[src/rtl/softstart_pkg.sv]
package softstart_pkg;

    typedef enum logic [2:0] {
        ST_INHIBIT,
        ST_SAMPLE,
        ST_RAMP,
        ST_RUN,
        ST_HICCUP,
        ST_LATCH,
        ST_OFF
    } seq_state_t;

    typedef struct packed {
        logic supply;
        logic shdn;
        logic oc;
        logic uv;
        logic ov;
        logic rbad;
    } cmp_flags_t;

    localparam int FLAG_W = $bits(cmp_flags_t);

    function automatic logic gates_active(input seq_state_t s);
        return (s == ST_RAMP) || (s == ST_RUN);
    endfunction

endpackage

[src/rtl/ss_sync.sv]
module ss_sync #(
    parameter int W      = 1,
    parameter int STAGES = 2
) (
    input  logic         clk,
    input  logic         rst,
    input  logic [W-1:0] d_async,
    output logic [W-1:0] q_sync
);
    logic [W-1:0] pipe [STAGES];

    generate
        for (genvar i = 0; i < STAGES; i++) begin : g_stage
            if (i == 0) begin : g_first
                always_ff @(posedge clk) begin
                    if (rst) pipe[i] <= '0;
                    else     pipe[i] <= d_async;
                end
            end else begin : g_next
                always_ff @(posedge clk) begin
                    if (rst) pipe[i] <= '0;
                    else     pipe[i] <= pipe[i-1];
                end
            end
        end
    endgenerate

    assign q_sync = pipe[STAGES-1];
endmodule

[src/rtl/ss_ramp.sv]
module ss_ramp #(
    parameter int RAMP_STEPS  = 40,
    parameter int RAMP_CYCLES = 512,
    localparam int STEP_W = $clog2(RAMP_STEPS + 1),
    localparam int CYC_W  = $clog2(RAMP_CYCLES + 1),
    localparam int ACC_W  = $clog2(RAMP_CYCLES + RAMP_STEPS + 1)
) (
    input  logic              clk,
    input  logic              rst,
    input  logic              clr,
    input  logic              adv,
    output logic [STEP_W-1:0] step,
    output logic              done
);
    logic [CYC_W-1:0] cyc;
    logic [ACC_W-1:0] acc;
    logic [ACC_W-1:0] acc_sum;

    assign done    = (cyc == CYC_W'(RAMP_CYCLES));
    assign acc_sum = acc + ACC_W'(RAMP_STEPS);

    // Bresenham-style spreading: after n advances, step = floor(n*STEPS/CYCLES)
    always_ff @(posedge clk) begin
        if (rst || clr) begin
            cyc  <= '0;
            acc  <= '0;
            step <= '0;
        end else if (adv && !done) begin
            cyc <= cyc + CYC_W'(1);
            if (acc_sum >= ACC_W'(RAMP_CYCLES)) begin
                acc  <= acc_sum - ACC_W'(RAMP_CYCLES);
                step <= step + STEP_W'(1);
            end else begin
                acc <= acc_sum;
            end
        end
    end
endmodule

[src/rtl/ss_fsm.sv]
module ss_fsm
    import softstart_pkg::*;
#(
    parameter int SAMPLE_CYCLES = 256,
    parameter int HICCUP_CYCLES = 128,
    parameter int OC_LIMIT      = 2,
    localparam int TMR_MAX = (SAMPLE_CYCLES > HICCUP_CYCLES) ? SAMPLE_CYCLES : HICCUP_CYCLES,
    localparam int TMR_W   = $clog2(TMR_MAX + 1),
    localparam int OCN_W   = $clog2(OC_LIMIT + 1)
) (
    input  logic       clk,
    input  logic       rst,
    input  cmp_flags_t flg,
    input  logic       ramp_done,
    output seq_state_t state,
    output logic       use_dflt
);
    seq_state_t       nx;
    logic [TMR_W-1:0] tmr, tmr_nx;
    logic [OCN_W-1:0] ocn, ocn_nx;
    logic             dflt_nx;

    always_comb begin
        nx      = state;
        tmr_nx  = tmr + TMR_W'(1);
        ocn_nx  = ocn;
        dflt_nx = use_dflt;
        if (!flg.supply) begin
            nx      = ST_INHIBIT;
            ocn_nx  = '0;
            dflt_nx = 1'b0;
        end else if (flg.shdn) begin
            nx     = ST_OFF;
            ocn_nx = '0;
        end else begin
            unique case (state)
                ST_INHIBIT, ST_OFF: begin
                    nx     = ST_SAMPLE;
                    tmr_nx = '0;
                end
                ST_SAMPLE: begin
                    if (tmr == TMR_W'(SAMPLE_CYCLES - 1)) begin
                        nx      = ST_RAMP;
                        dflt_nx = flg.rbad;
                    end
                end
                ST_RAMP, ST_RUN: begin
                    if (state == ST_RUN && flg.uv) begin
                        nx = ST_LATCH;
                    end else if (flg.oc) begin
                        if (ocn == OCN_W'(OC_LIMIT - 1)) begin
                            nx = ST_LATCH;
                        end else begin
                            nx     = ST_HICCUP;
                            tmr_nx = '0;
                            ocn_nx = ocn + OCN_W'(1);
                        end
                    end else if (state == ST_RAMP && ramp_done) begin
                        nx = ST_RUN;
                    end
                end
                ST_HICCUP: begin
                    if (tmr == TMR_W'(HICCUP_CYCLES - 1)) nx = ST_RAMP;
                end
                ST_LATCH: nx = ST_LATCH;
                default:  nx = ST_INHIBIT;
            endcase
        end
    end

    always_ff @(posedge clk) begin
        if (rst) begin
            state    <= ST_INHIBIT;
            tmr      <= '0;
            ocn      <= '0;
            use_dflt <= 1'b0;
        end else begin
            state    <= nx;
            tmr      <= tmr_nx;
            ocn      <= ocn_nx;
            use_dflt <= dflt_nx;
        end
    end
endmodule

[src/rtl/softstart_seq.sv]
module softstart_seq
    import softstart_pkg::*;
#(
    parameter int SAMPLE_CYCLES = 256,
    parameter int HICCUP_CYCLES = 128,
    parameter int RAMP_STEPS    = 40,
    parameter int RAMP_CYCLES   = 512,
    parameter int STEP_SIZE     = 5,
    parameter int OC_LIMIT      = 2,
    localparam int REF_MAX = RAMP_STEPS * STEP_SIZE,
    localparam int REF_W   = $clog2(REF_MAX + 1),
    localparam int STEP_W  = $clog2(RAMP_STEPS + 1)
) (
    input  logic             clk,
    input  logic             rst,
    input  logic             supply_ok,
    input  logic             shdn_req,
    input  logic             oc_trip,
    input  logic             uv_trip,
    input  logic             ov_trip,
    input  logic             thr_range_bad,
    output logic [REF_W-1:0] ref_code,
    output logic             thr_track,
    output logic             thr_use_dflt,
    output logic             gate_en,
    output logic             force_lowside,
    output logic             fault_latched
);
    cmp_flags_t        raw, flg;
    seq_state_t        state;
    logic [STEP_W-1:0] step;
    logic              ramp_done;

    assign raw = '{supply: supply_ok, shdn: shdn_req, oc: oc_trip,
                   uv: uv_trip, ov: ov_trip, rbad: thr_range_bad};

    ss_sync #(.W(FLAG_W), .STAGES(2)) sync_i (
        .clk     (clk),
        .rst     (rst),
        .d_async (raw),
        .q_sync  (flg)
    );

    ss_fsm #(
        .SAMPLE_CYCLES (SAMPLE_CYCLES),
        .HICCUP_CYCLES (HICCUP_CYCLES),
        .OC_LIMIT      (OC_LIMIT)
    ) fsm_i (
        .clk       (clk),
        .rst       (rst),
        .flg       (flg),
        .ramp_done (ramp_done),
        .state     (state),
        .use_dflt  (thr_use_dflt)
    );

    ss_ramp #(.RAMP_STEPS(RAMP_STEPS), .RAMP_CYCLES(RAMP_CYCLES)) ramp_i (
        .clk  (clk),
        .rst  (rst),
        .clr  (!gates_active(state)),
        .adv  (state == ST_RAMP),
        .step (step),
        .done (ramp_done)
    );

    assign gate_en       = gates_active(state);
    assign thr_track     = (state == ST_SAMPLE);
    assign fault_latched = (state == ST_LATCH);
    assign force_lowside = gate_en && flg.ov;
    assign ref_code      = gate_en ? REF_W'(step) * REF_W'(STEP_SIZE) : '0;
endmodule

[config.mk]
export PLATFORM = sky130hd
export DESIGN_NAME = softstart_seq
export DESIGN_NICKNAME = d
export VERILOG_FILES = /design/src/rtl/softstart_pkg.sv /design/src/rtl/ss_sync.sv /design/src/rtl/ss_ramp.sv /design/src/rtl/ss_fsm.sv /design/src/rtl/softstart_seq.sv
export SDC_FILE = /design/constraint.sdc
export NUM_CORES = 1
export LEC_CHECK = 0
export CAP_MARGIN = 5
export CORE_MARGIN = 4
export CORE_UTILIZATION = 35
export CTS_BUF_LIST = sky130_fd_sc_hd__clkbuf_8
export DETAILED_ROUTE_END_ITERATION = 8
export GPL_ROUTABILITY_DRIVEN = 0
export PLACE_DENSITY = 0.53
export SYNTH_ARGS = -nofsm -noshare
export SYNTH_HDL_FRONTEND = slang
export SYNTH_SLANG_ARGS = --single-unit
[constraint.sdc]
create_clock -name clk -period 2.2 [get_ports clk]
set_clock_uncertainty 0.1 [all_clocks]
set_input_delay 0.33 -clock clk [delete_from_list [all_inputs] [get_ports clk]]
set_output_delay 0.33 -clock clk [all_outputs]
set_load 0.01 [all_outputs]
==> flow_summary.toml, run 1 <==
[power_and_ir_drop]
seqPwrFrac_pct = 60.8
power_density_nw_per_um2 = 515.9
clkPwrFrac_pct = 35.5
p_leak_nw = 1.131
irDropWorstVdd_mv = 0.3083
p_sw_share_pct = 21.53
comb_power_share_pct = 3.7
switchingPower_w = 0.0003297
p_int_w = 0.001202

[critical_path]
cp-start-kind = "register"
arrival_ns = 2.06
cp-end-kind = "output port"
cp_data_required_time_ns = 1.77
crit_fanout = 2
worstSetupPathType = "reg -> out"

[synthesis]
synth_edf_count = 0
seq_area_frac_synth_pct = 42.11
synth_ff_type = "dfxtp_1"
synth_compound_area_share_pct = 8.895
synth_top_family_by_area = "simple AND/OR/NAND/NOR gates"
yosys.area_share.simple_pct = 27.58
synth_top_area_cell = "dfxtp_1"
synth_area_per_cell_um2 = 9.108
synthArstFlopShare_pct = 0
synth_top_area_share_pct = 42.11
synthCells = 261
synth_cell_types = 43
ys_ff_latch = 50
synth_xor_area_share_pct = 9.579
synth_mux_area_share_pct = 0.4211
syn_area_um2 = 2377
synthesis.nets = 285
yosysWarningCount = 0
synthAdderAreaFrac_pct = 8.737
synth_area_leaders = "dfxtp_1, ha_1, xor2_1"

[layout]
num_antenna_cells = 0
multiInputGateArea_um2 = 1413
final_common_cell = "dfxtp_1"
nets = 323
area_growth_pct = 24.89
final_cell_mix = "dfxtp_1, nor2_1, xor2_1"
nFillCells = 646
drive_gt1_share_pct = 19.00
seqCellArea_um2 = 1013

[sta]
drv_slew = 0
relSlewSlack_pct = 70.49
min_period_ns = 2.489
setup_viol = 4
grt_setup_unrepaired = "true"
hold_viol_final = 0
tns_ns = -0.5902
timing.final.ws_setup_ns = -0.2886
max_freq_ghz = 0.4018
worstMarginPinSlew_ns = 0.4411
period_share_pct = 113.1

[floorplan]
core_area_um2 = 6459
die_y_um = 90.42
design.die.area_um2 = 8175
die_width_um = 90.42
core.rowCount = 29
start_util_pct = 36.81
boundaryPins = 21

[global_route]
grt_pass1_wl_um = 8197
grtUsageTotal_pct = 12.22
antenna_found_initial = 0
grt_pass1_vias = 1727
grt-ovfl-total = 0
grt_max_degree = 16

[clocking]
cts_tree = "yes"
cts_buffers = 5
clkSlewWorstSetupHoldPaths_ns = 0.09
clock_latency_ns = 0.30
cts_htree_levels = 2
clock_sinks = 50
clock-root-buffer = "clkbuf_8"
cts_hold_buf = 0
ctsLongestPathBuffers = 2

[detailed_routing]
wl_met2_um = 2094
wl_met3_um = 162
drc = 0
vias = 1860
viasPerCell = 4.934
top_layer = "met4"
first_pass_iters = 4
totalWireLength_um = 4771
wirelength_met1_um = 2455
wl_per_cell_um = 12.66
ant_nets = 0
dr.first_iter.drc_count = 106

[min_path]
hp-class = "reg -> reg"

[placed_design]
pre_cts_ws_ns = -0.4647
portBuffers = 20
hpwl_um = 3340

[status]
violations = "negative setup slack"
status = "complete, but fails checks"

[flow_run]
maxCapViolCount = 0
-- worst max-delay path, stage by stage (launching register included) --
cell     delay, ns
dfxtp_2       0.35
ha_4          0.24
ha_4          0.16
fa_2          0.33
a21o_1        0.19
a21oi_2       0.14
xor2_1        0.16
nor2_1        0.06
buf_2         0.13
-- path summary, 6_finish.rpt --
check,cells past startpoint,startpoint,end,slack [ns]
hold reg to reg,1,fsm_i.tmr[0]$_SDFF_PP0_,fsm_i.tmr[0]$_SDFF_PP0_,0.34
setup reg to reg,8,fsm_i.tmr[0]$_SDFF_PP0_,fsm_i.state[0]$_SDFFE_PP0P_,0.18
hold / removal,1,fsm_i.tmr[0]$_SDFF_PP0_,fsm_i.tmr[0]$_SDFF_PP0_,0.34
setup / recovery,8,ramp_i.step[1]$_SDFFE_PP0P_,ref_code[7],-0.29
-- state kept, by name, indices dropped and copies added, names as in the netlist --
name,count
fsm_i.ocn,2
fsm_i.state,3
fsm_i.tmr,9
fsm_i.use_dflt,1
ramp_i.acc,7
ramp_i.cyc,10
ramp_i.step,6
sync_i.pipe,12
-- timing repair --
| item | CTS | global route |
|---|---|---|
| endpoints found under the hold margin | 0 | 0 |
| gates resized for setup | 32 | 8 |
| setup buffers | 1 | 1 |
| pin swaps | 10 | 10 |
| setup endpoints to repair | 10 | 11 |
-- metrics by stage --
stage / util [%] / cells / hold slack, ns / instance area [um2] / power [W]
5_1_grt: 45.97 / 377 / 0.3588 / 2969 / 0.001596
3_3_place_gp: 42.91 / 367 / 0.3185 / 2771 / 0.001009
4_1_cts: 45.37 / 376 / 0.3443 / 2930 / 0.001555
2_1_floorplan: - / 261 / 0.3016 / 2380 / 0.0009824
6_report: 45.97 / 377 / 0.3362 / 2969 / 0.001532
3_5_place_dp: 42.91 / 367 / 0.3220 / 2771 / 0.001010
-- area by class of cell --
cell class | count | share of cell area [%]
clock buffer | 6 | 2.781
sequential | 50 | 34.13
timing repair buffer | 38 | 11.00
tap | 77 | 3.245
clock inverter | 2 | 0.2950
inverter | 7 | 0.9692
multi-input combinational | 197 | 47.58
-- logic make-up after synthesis --
group	count (synthesis)
flip-flops	50
multiplexers	1
AND/OR/NAND/NOR	123
AO/OA/AOI/OAI	31
buffers and inverters	14
XOR/XNOR	26
adder cells (fa/ha/maj)	16
-- power groups by stage --
stage                     combinational (W)  clock (W)  sequential (W)
after floorplan                   0.0000340          0        0.000948
after global placement            0.0000563          0        0.000952
after detailed placement          0.0000576          0        0.000953
after CTS                         0.0000580   0.000566        0.000931
after global routing              0.0000657   0.000596        0.000934
final                             0.0000572   0.000544        0.000931
-- per-layer routing --
| layer | global-route usage [%] | vias up |
|---|---|---|
| li1 | - | 977 |
| met1 | 17.08 | 851 |
| met2 | 18.36 | 27 |
| met3 | 2.917 | 5 |
| met4 | 4.209 | 0 |
| met5 | 0 | - |
-- cell usage after synthesis, drive strengths merged, types with 2 or more instances --
cell and count:
nor2b 14, a211oi 2, nor2 38, xnor2 7, dfxtp 50, o2111ai 2, or4 3, o21ai 4
nand3 15, inv 7, a21o 3, o211ai 4, ha 15, and4 4, nand2b 6, and3 5
nand2 14, and2 7, buf 4, xor2 19, a21oi 9, nand4 6, clkbuf 3, nor3 5
Note: power is estimated with default switching activity, not from simulation.
==> run 2, diff against run 1 <==
Settings changed: CAP_MARGIN 5 to unset, CORE_UTILIZATION 35 to 53, PLACE_DENSITY 0.53 to 0.75.
==> run 2 against run 1 <==
Net effect:
- the run still ends with negative setup slack left
- non-clock buffer count is 1 lower
- first-iteration DRC count is 20% higher
- register-to-register slack worse by 0.05 ns
- combinational power is 1% lower
- worst hold slack better by 0.0058 ns
- die area is 31% lower
- global-route usage is 8.2 points higher
- sequential share of layout area is 0.090 points higher
- utilization is 22 points higher
- maximum frequency is 1.3% higher
- critical path type unchanged
==> flow_summary.toml, run 2 (synthesis results as in run 1) <==
[critical_path]
cp_data_required_time_ns = 1.77
crit_slowest_cell = "dfxtp_2"
crit_fanout = 2
max_stage_delay_ns = 0.35
cp-end-kind = "output port"
regToRegSetupSlack_ns = 0.13
cp_cell_sequence = "ha_4 -> ha_4 -> fa_2 -> a21o_1 -> a21oi_2 -> xor2_1 -> nor2_1 -> buf_2"
worstSetupPathType = "reg -> out"
arrival_ns = 2.03
r2r_start = "ramp_i.acc[3]$_SDFFE_PP0P_"
rr_endpoint = "ramp_i.step[4]$_SDFFE_PP0P_"
r2r_cells = 6
cp-start-kind = "register"
crit_top_cell = "ha_4"

[clocking]
clock-root-buffer = "clkbuf_8"
clock_latency_ns = 0.31
cts_htree_levels = 2
clock_sinks = 50
cts_buffers = 5
cts_hold_buf = 0
cts_tree = "yes"
clkSlewWorstSetupHoldPaths_ns = 0.10
ctsLongestPathBuffers = 2

[global_route]
grt-ovfl-total = 0
grt_util_met1_pct = 26.49
grt_pass1_wl_um = 8838
grt_pass1_vias = 1920
grt_use_met3_pct = 4.139
top_usage_layer = "met2"
grt_max_degree = 19
grtUsageTotal_pct = 20.39
use_met2_pct = 33.37
antenna_found_initial = 0

[power_and_ir_drop]
p_leak_nw = 1.170
clkPwrFrac_pct = 36.9
p_int_w = 0.001191
switchingPower_w = 0.0003746
p_total_w = 0.001565
p_sw_share_pct = 23.93
irDropWorstVdd_mv = 0.4501
comb_power_share_pct = 3.6
seqPwrFrac_pct = 59.5
power_density_nw_per_um2 = 530.6

[status]
violations = "negative setup slack"
status = "complete, but fails checks"

[layout]
final_common_cell = "dfxtp_1"
instances_no_fill = 351
area_growth_pct = 24.11
num_antenna_cells = 0
final_area_um2 = 2950
top_regs = "sync_i.pipe: 12 flops, ramp_i.cyc: 10 flops, fsm_i.tmr: 9 flops"
largest_register = "sync_i.pipe"
seqCellArea_um2 = 1010
nFillCells = 354
multiInputGateArea_um2 = 1433
largest_register_ff_count = 12
final_cell_mix = "dfxtp_1, nor2_1, xor2_1"
nets = 322
drive_gt1_share_pct = 19.06

[sta]
drv_slew = 0
max_freq_ghz = 0.4071
hold_ws_ns = 0.3420
grt_setup_unrepaired = "true"
period_share_pct = 111.7
setup_viol = 4
hold_viol_final = 0
timing.final.ws_setup_ns = -0.2565
min_period_ns = 2.457
relSlewSlack_pct = 72.38
worstMarginPinSlew_ns = 0.4128

[placed_design]
dp_cells = 342
hpwl_um = 3275
portBuffers = 20
post_dp_cell_area_um2 = 2728
pre_cts_ws_ns = -0.4590

[detailed_routing]
first_pass_iters = 4
drc = 0
wl_per_cell_um = 13.91
ant_nets = 0
dr.first_iter.drc_count = 127
viasPerCell = 5.444
vias = 1911
totalWireLength_um = 4884

[floorplan]
boundaryPins = 21
design.die.area_um2 = 5621
core.rowCount = 24
start_util_pct = 54.60
die_width_um = 74.98
core_area_um2 = 4354
die_y_um = 74.98

[min_path]
hold_start = "fsm_i.tmr[0]$_SDFF_PP0_"
hp-class = "reg -> reg"
hold_depth = 1
min_to = "fsm_i.tmr[0]$_SDFF_PP0_"

[flow_run]
maxCapViolCount = 0
## run 2: cell types whose count changed in the layout (fill, tap and decap cells not counted), sizes merged
cell           before  now
buf                22   21
clkbuf              6    5
clkdlybuf4s50      15   14
dlymetal6s2s        0    1
inv                 8    9
## run 2: how the worst max path moves through the flow
stage	from	endpoint	slack (ns)	cells after the start
2_1_floorplan	ramp_i.step[1]$_SDFFE_PP0P_	ref_code[7]	0.008	7
6_report	ramp_i.step[3]$_SDFFE_PP0P_	ref_code[7]	-0.26	8
5_1_grt	ramp_i.step[3]$_SDFFE_PP0P_	ref_code[7]	-0.37	8
4_1_cts	ramp_i.step[3]$_SDFFE_PP0P_	ref_code[7]	-0.27	8
3_3_place_gp	ramp_i.step[1]$_SDFFE_PP0P_	ref_code[7]	-0.43	8
3_5_place_dp	ramp_i.step[1]$_SDFFE_PP0P_	ref_code[7]	-0.46	8
## run 2: layout make-up
| cell class | count | area share, % |
|---|---|---|
| Clock buffer | 5 | 2.332 |
| Clock inverter | 3 | 0.9754 |
| Inverter | 7 | 0.9754 |
| Multi-Input combinational cell | 197 | 48.56 |
| Sequential cell | 50 | 34.22 |
| Tap cell | 52 | 2.205 |
| Timing Repair Buffer | 37 | 10.73 |
## run 2: power by group through the flow
stage / Clock, W / Combinational [W] / Sequential [W]
after floorplan: 0 / 0.0000340 / 0.000948
after global placement: 0 / 0.0000553 / 0.000952
after detailed placement: 0 / 0.0000563 / 0.000953
after CTS: 0.000586 / 0.0000567 / 0.000931
after global routing: 0.000628 / 0.0000655 / 0.000935
final: 0.000577 / 0.0000565 / 0.000932
## run 2: routing by layer
layer | vias to the layer above | wire (um)
li1 | 975 | -
met1 | 890 | 2222
met2 | 40 | 2397
met3 | 6 | 200
met4 | 0 | 63
met5 | - | 0
## run 2: stage by stage
stage,TNS (ns),util (%)
after floorplan,0,-
after global placement,-1.109,62.64
after detailed placement,-1.183,62.64
after CTS,-0.6983,66.70
after global routing,-0.9761,67.76
final,-0.6548,67.76
## run 2: critical path, delay by kind of cell, from the launching register on
family	cells	cell delay (ns)
compound gates	2	0.29
xor+xnor	1	0.15
fa+ha+maj	3	0.74
buf+inv	1	0.13
flops	1	0.35
simple gates	1	0.05
## run 2: timing repair
item | 4_1_cts | 5_1_grt
gates resized for setup | 32 | 13
pin swaps | 12 | 9
setup endpoints to repair | 9 | 21
buffers inserted | 2 | 1
